$ cat src/rtl/sd_dat_err_pkg.sv
package sd_dat_err_pkg;

    // Status token value that means the card accepted the written block
    localparam logic [2:0] WST_ACCEPT = 3'b010;

    typedef enum logic [1:0] {
        WK_BUSY_RESP = 2'd0,
        WK_BUSY_WST  = 2'd1,
        WK_WST_TOKEN = 2'd2,
        WK_RD_DATA   = 2'd3
    } wait_kind_e;

    typedef enum logic [2:0] {
        PH_IDLE      = 3'd0,
        PH_BUSY_RESP = 3'd1,
        PH_BUSY_WST  = 3'd2,
        PH_WST_TOKEN = 3'd3,
        PH_RD_DATA   = 3'd4
    } wait_phase_e;

    typedef struct packed {
        logic tmo;
        logic crc;
        logic endbit;
    } dat_err_t;

    function automatic wait_phase_e phase_of(input wait_kind_e k);
        case (k)
            WK_BUSY_RESP: return PH_BUSY_RESP;
            WK_BUSY_WST:  return PH_BUSY_WST;
            WK_WST_TOKEN: return PH_WST_TOKEN;
            default:      return PH_RD_DATA;
        endcase
    endfunction

    function automatic logic is_busy_phase(input wait_phase_e p);
        return (p == PH_BUSY_RESP) || (p == PH_BUSY_WST);
    endfunction

endpackage

$ cat src/rtl/sd_dat_wait_timer.sv
module sd_dat_wait_timer
    import sd_dat_err_pkg::*;
#(
    parameter int CNT_W = 16
) (
    input  logic             clk,
    input  logic             rst,
    input  logic             tick,
    input  logic [CNT_W-1:0] limit,
    input  logic             go,
    input  wait_kind_e       kind,
    input  logic             busy,
    input  logic             wst_valid,
    input  logic             rd_start,
    output logic             tmo_pulse
);

    wait_phase_e      phase_q;
    logic [CNT_W-1:0] cnt_q;
    logic [CNT_W:0]   cnt_inc;
    logic             ev_done;
    logic             limit_hit;

    // Decide whether the awaited event for the current phase is present
    always_comb begin
        unique case (phase_q)
            PH_BUSY_RESP, PH_BUSY_WST: ev_done = tick && !busy;
            PH_WST_TOKEN:              ev_done = wst_valid;
            PH_RD_DATA:                ev_done = rd_start;
            default:                   ev_done = 1'b0;
        endcase
    end

    assign cnt_inc   = {1'b0, cnt_q} + {{CNT_W{1'b0}}, 1'b1};
    assign limit_hit = (limit != '0) && (cnt_inc >= {1'b0, limit});

    always_ff @(posedge clk) begin
        if (rst) begin
            phase_q   <= PH_IDLE;
            cnt_q     <= '0;
            tmo_pulse <= 1'b0;
        end else begin
            tmo_pulse <= 1'b0;
            if (go) begin
                phase_q <= phase_of(kind);
                cnt_q   <= '0;
            end else if (phase_q != PH_IDLE) begin
                if (ev_done) begin
                    phase_q <= PH_IDLE;
                end else if (tick) begin
                    if (limit_hit) begin
                        tmo_pulse <= 1'b1;
                        phase_q   <= PH_IDLE;
                    end else begin
                        cnt_q <= cnt_inc[CNT_W-1:0];
                    end
                end
            end
        end
    end

endmodule

$ cat config.mk
export PLATFORM = sky130hd
export DESIGN_NAME = sd_dat_wait_timer
export DESIGN_NICKNAME = d
export VERILOG_FILES = /design/src/rtl/sd_dat_err_pkg.sv /design/src/rtl/sd_dat_wait_timer.sv
export SDC_FILE = /design/constraint.sdc
export NUM_CORES = 1
export LEC_CHECK = 0
export BUFFER_PORTS_ARGS = -buffer_cell sky130_fd_sc_hd__buf_2
export CAP_MARGIN = 20
export CORE_ASPECT_RATIO = 1.5
export CORE_MARGIN = 1.5
export CORE_UTILIZATION = 25
export DETAILED_ROUTE_END_ITERATION = 8
export PLACE_DENSITY = 0.49
export SLEW_MARGIN = 10
export SYNTH_ARGS = -nofsm -noshare
export SYNTH_HDL_FRONTEND = slang
export SYNTH_SLANG_ARGS = --single-unit
$ cat constraint.sdc
create_clock -name clk -period 4.1 [get_ports clk]
set_input_delay 0.205 -clock clk [delete_from_list [all_inputs] [get_ports clk]]
set_output_delay 0.205 -clock clk [all_outputs]
set_load 0.005 [all_outputs]
==> results of run 1 <==
[where the power goes]
part / switching [µW] / total (µW) / internal [µW]
logic: 31.8 / 54.0 / 22.2
registers: 2.69 / 199 / 196
clock network: 77.6 / 208 / 131
total: 112 / 461 / 349
[how the worst max path moves through the flow]
stage | start | to | slack (ps)
finish | cnt_q[0]$_SDFFE_PP0P_ | cnt_q[3]$_SDFFE_PP0P_ | 390
detailed placement | cnt_q[0]$_SDFFE_PP0P_ | cnt_q[3]$_SDFFE_PP0P_ | 400
global route | cnt_q[0]$_SDFFE_PP0P_ | cnt_q[6]$_SDFFE_PP0P_ | 110
CTS | cnt_q[0]$_SDFFE_PP0P_ | cnt_q[3]$_SDFFE_PP0P_ | 390
floorplan | cnt_q[0]$_SDFFE_PP0P_ | cnt_q[3]$_SDFFE_PP0P_ | 950
global placement | cnt_q[0]$_SDFFE_PP0P_ | cnt_q[4]$_SDFFE_PP0P_ | 510
[kinds of logic (layout without fill, tap and decap cells)]
| logic type | after synthesis | count (layout) | synth area share (%) |
|---|---|---|---|
| DFF | 20 | 20 | 23.8 |
| AOI/OAI and AO/OA | 53 | 53 | 21.4 |
| buffers and inverters | 24 | 47 | 6.40 |
| adders and majority gates | 20 | 20 | 14.9 |
| xor gates and xnor gates | 16 | 16 | 8.33 |
| and+or+nand+nor | 80 | 80 | 24.6 |
| muxes | 1 | 1 | 0.595 |
[routing by layer]
metal,wire length (µm),part of all wire (%),track usage [%],vias to the layer above
met5,0,0,0,-
met1,1830,44,13.5,734
met2,2150,51,23.3,23
met3,105,2.5,1.45,7
li1,-,-,-,814
met4,87,2.1,4.73,0
[layout by cell type (no fill, tap or decap), drive strengths merged, types with 5 or more instances in the layout]
| master | netlist | layout |
|---|---|---|
| o21ai | 10 | 10 |
| xor2 | 11 | 11 |
| nor2 | 18 | 18 |
| nand3 | 8 | 8 |
| a31o | 9 | 9 |
| and3 | 8 | 8 |
| xnor2 | 5 | 5 |
| nand2 | 20 | 20 |
| or3 | 5 | 5 |
| ha | 20 | 20 |
| buf | 4 | 25 |
| a21oi | 22 | 22 |
| dfxtp | 20 | 20 |
| inv | 18 | 18 |
[area by class of cell]
type	instances	area (µm²)	area share [%]
Sequential cell	20	400	20.7
Inverter	18	67.6	3.50
Clock inverter	1	30.0	1.55
Multi-Input combinational cell	170	1170	60.7
Clock buffer	3	41.3	2.14
Timing Repair Buffer	25	125	6.47
Tap cell	76	95.1	4.92
[metrics by stage]
| stage | util [%] | setup WS [ps] |
|---|---|---|
| 2_1_floorplan | - | 947 |
| 5_1_grt | 29.8 | 106 |
| 3_5_place_dp | 28.7 | 404 |
| 3_3_place_gp | 28.7 | 511 |
| 6_report | 29.8 | 392 |
| 4_1_cts | 29.8 | 395 |
[flip-flops by register name, summed over array words and instances (netlist names)]
register	count
cnt_q	16
tmo_pulse	1
phase_q	3
==> flow_summary.yaml, run 1 <==
clock_tree:
  cts_root_buffer: "clkbuf_8"
  ctsHtreeMaxLevel: 1
  cts_tree: "yes"
  cts_resized: 0
  clock_path_buffers: 2
  path_clk_slew_ps: 90
  post-cts-setup-buffers: 0
  insertion_delay_ps: 270
  cts_buffers: 3
  postCtsHoldBufs: 0
  cts_sinks: 20
hold_path:
  hold_class: "primary input to register"
  min-delay-start: "rst"
  hold_path_depth: 2
  hold_end: "phase_q[2]$_SDFFE_PP0P_"
placed_design:
  dpl.hpwl_mm: 3.38
  io_buffers: 25
  place_congestion: 0.809
  placed_area_um2: 1860
  dp_cells: 309
sta:
  tns_ps: 0
  slew_headroom_pct: 49.0
  drv_slew: 0
  tightest_slew_ps: 762
  timing.final.crit_share_pct: 90.4
  rsz0062_at_grt: "false"
  fin_crit_ps: 3710
  fin_skew_ps: 11.7
  hold_ws_ps: 131
  fmax_mhz: 270
  hold_viol: 0
  finalSetupViolCount: 0
global_routing:
  antenna_found_initial: 0
  grt_pass1_wl_mm: 6.89
  grt-ovfl-total: 0
  track_usage_pct: 12.1
  grt_pass1_vias: 1536
  grt_max_degree: 21
routing:
  first_pass_iters: 4
  drt_wl_total_mm: 4.17
  ant_nets: 0
  wl_per_cell_um: 13.3
  remaining_drc_errors: 0
  vias: 1578
  drt_iter0_drc: 37
  viasPerCell: 5.04
critical_path:
  cp_top_family: "compound AO/OA/AOI/OAI gates"
  ff2ff_setup_slack_ps: 390
  cp_cell_sequence: "ha_1, and3_4, and3_4, and3_1, nand3_1, xnor2_1, ha_1, a21o_1, a21o_1, a41oi_2, and4b_1, a21o_1, a21oi_1, a31o_2"
  crit_path_max_fanout: 20
  ff2ff_path_depth: 14
  r2r-end: "cnt_q[3]$_SDFFE_PP0P_"
  path_common_cell: "a21o_1"
  critPathArrivalTime_ps: 3870
  cp_slowest_cell: "a21o_1"
  startpoint_type: "register"
  end_kind: "register"
  r2r-start: "cnt_q[0]$_SDFFE_PP0P_"
  critPathKind: "register to register"
  cpPeakStageDelay_ps: 560
  worst-path-buf-inv: 0
  cp_num_cells: 14
  cp.required_ps: 4260
cells_and_area:
  fill_cells: 743
  syn2layout_area_growth_pct: 15.0
  final_cell_area_um2: 1930
  fin_cells: 313
  drive_above_1_share_pct: 16.0
  nNetsFinal: 283
  diodes: 0
floorplan:
  die_w_um: 70.0
  die_area_um2: 7240
  rows: 36
  start_util_pct: 25.9
  core_area_um2: 6490
  ios: 26
  die_h_um: 103
synth:
  yosys-top-cells-area: "dfxtp_1 (24%), ha_1 (15%), a21oi_1 (6.3%)"
  synth-edff-count: 0
  yosys-top-cells-count: "a21oi_1 (21), dfxtp_1 (20), ha_1 (20), nand2_1 (20)"
  synth_cells: 214
  yosys.area.top_type: "dfxtp_1"
  seq_area_frac_synth_pct: 23.8
  synth_nets: 259
  ys_async_sr_fraction_pct: 0
  synthesis.area_um2: 1680
  synth.most_common_cell: "a21oi_1"
  ys.flop_type: "dfxtp_1"
  syn_avg_cell_area_um2: 7.86
  synth_top_area_share_pct: 23.8
  synth.distinct_cells: 38
  ys_ff_latch: 20
  yosysWarningCount: 0
pwr:
  total_leakage_power_uw: 0.000954
  finalPower_uw: 461
  power_density_nw_per_um2: 238
  vdd_drop_max_mv: 0.107
flow_run:
  max-cap-violations: 0
outcome:
  status: "finished clean"
Note: power is estimated with default switching activity, not from simulation.
==> run 2: changes to the inputs <==
--- a/config.mk
+++ b/config.mk
@@ -10,8 +10,9 @@
 export CORE_ASPECT_RATIO = 1.5
 export CORE_MARGIN = 1.5
 export CORE_UTILIZATION = 25
+export CTS_BUF_LIST = sky130_fd_sc_hd__clkbuf_4
 export DETAILED_ROUTE_END_ITERATION = 8
-export PLACE_DENSITY = 0.49
+export PLACE_DENSITY = 0.48
 export SLEW_MARGIN = 10
 export SYNTH_ARGS = -nofsm -noshare
 export SYNTH_HDL_FRONTEND = slang
==> run 2 against run 1 <==
Net effect: clock power decreased by 17%; utilization decreased by 0.29 points; non-clock buffer count unchanged; count of clock-buffer cells in the layout unchanged; critical path depth unchanged; setup slack got worse by 13 ps; sequential power about the same.
==> flow_summary.yaml, run 2 (same netlist as run 1, synthesis figures left out) <==
sta:
  timing.final.crit_share_pct: 90.8
  hold_ws_ps: 72.2
  tns_ps: 0
  worst_slack_ps: 379
  fin_skew_ps: 15.9
  finalSetupViolCount: 0
  slew_headroom_pct: 51.0
  tightest_slew_ps: 732
  rsz0062_at_grt: "false"
  fin_crit_ps: 3720
  drv_slew: 0
  fmax_mhz: 269
  hold_viol: 0
clock_tree:
  cts_tree: "yes"
  ctsHtreeMaxLevel: 1
  path_clk_slew_ps: 140
  insertion_delay_ps: 330
  clock_path_buffers: 2
  cts_resized: 0
  post-cts-setup-buffers: 0
  cts_sinks: 20
  cts_buffers: 3
  postCtsHoldBufs: 0
  cts_root_buffer: "clkbuf_4"
cells_and_area:
  reg_top3: "cnt_q (16), phase_q (3), tmo_pulse (1)"
  syn2layout_area_growth_pct: 13.8
  diodes: 0
  largest_register_ff_count: 16
  nNetsFinal: 283
  regMostFlops: "cnt_q"
  mostFrequentLayoutCells: "buf_2 (25), a21oi_1 (21), nand2_1 (20), ha_1 (20), dfxtp_1 (20)"
  finish.utilization_pct: 29.5
  final_common_cell: "buf_2"
  drive_above_1_share_pct: 16.0
floorplan:
  die_area_um2: 7240
  die_h_um: 103
  ios: 26
  rows: 36
  die_w_um: 70.0
  start_util_pct: 25.9
  core_area_um2: 6490
pwr:
  vdd_drop_max_mv: 0.117
  power_density_nw_per_um2: 222
  total_leakage_power_uw: 0.000947
flow_run:
  max-cap-violations: 0
critical_path:
  cp.required_ps: 4320
  ff2ff_path_depth: 14
  end_kind: "register"
  startpoint_type: "register"
  crit_path_max_fanout: 20
  critPathArrivalTime_ps: 3940
  critPathKind: "register to register"
routing:
  drt_iter0_drc: 79
  ant_nets: 0
  first_pass_iters: 4
  vias: 1573
  drt_wl_total_mm: 4.34
  viasPerCell: 5.03
  remaining_drc_errors: 0
  wl_per_cell_um: 13.9
placed_design:
  place_congestion: 0.854
  dpl.hpwl_mm: 3.50
  io_buffers: 25
  dp_slack_ps: 425
global_routing:
  track_usage_pct: 12.7
  antenna_found_initial: 0
  met2_usage_pct: 25.1
  grt_max_degree: 21
  grt.busiest_layer: "met2"
  grt_pass1_vias: 1544
  use_met3_pct: 1.26
  grt_pass1_wl_mm: 7.17
  use_met1_pct: 14.0
  grt-ovfl-total: 0
hold_path:
  hold_class: "primary input to register"
  hold_path_depth: 2
outcome:
  status: "finished clean"
[run 2: cell counts in the layout (fill, tap and decap cells not counted)]
Identical to the previous run, type by type.
[run 2: cell type report]
| class | count | area (µm²) |
|---|---|---|
| clock buffer | 3 | 22.5 |
| clock inverter | 1 | 30.0 |
| fill | 741 | 4570 |
| inverter | 18 | 67.6 |
| multi-input combinational | 170 | 1170 |
| sequential | 20 | 400 |
| tap | 76 | 95.1 |
| timing repair buffer | 25 | 125 |
[run 2: final timing paths]
kind / from / endpoint / slack (ps)
setup / recovery: cnt_q[0]$_SDFFE_PP0P_ / cnt_q[6]$_SDFFE_PP0P_ / 380
hold / removal: rst / phase_q[2]$_SDFFE_PP0P_ / 70
setup reg to reg: cnt_q[0]$_SDFFE_PP0P_ / cnt_q[6]$_SDFFE_PP0P_ / 380
hold reg to reg: cnt_q[1]$_SDFFE_PP0P_ / cnt_q[1]$_SDFFE_PP0P_ / 490
[run 2: where the power goes]
part | switching (µW) | leakage, µW | total (µW) | internal, µW
sequential | 2.68 | 0.000161 | 199 | 196
combinational | 32.4 | 0.000757 | 54.5 | 22.1
clock | 73.0 | 0.0000279 | 172 | 99.0
total | 108 | 0.000947 | 425 | 317
[run 2: critical path, cell delays in order (launching register included)]
cell     delay, ps
dfxtp_1        430
ha_1           230
and3_4         220
and3_4         240
and3_1         240
nand3_1        150
xnor2_1        160
ha_1           290
a21o_1         160
a21o_1         180
a41oi_2        160
and4b_1        260
a21o_1         540
a21oi_1        150
a31o_2         230
[run 2: per-layer routing]
layer | vias up | routed length [µm]
met5 | - | 0
met4 | 0 | 65
met3 | 4 | 106
met2 | 18 | 2330
met1 | 738 | 1840
li1 | 813 | -
[run 2: metrics by stage]
| stage | instance area, µm² | instances | power (µW) |
|---|---|---|---|
| 2_1_floorplan | 1680 | 214 | 234 |
| 3_3_place_gp | 1860 | 309 | 258 |
| 3_5_place_dp | 1860 | 309 | 259 |
| 4_1_cts | 1910 | 313 | 433 |
| 5_1_grt | 1910 | 313 | 443 |
| 6_report | 1910 | 313 | 425 |
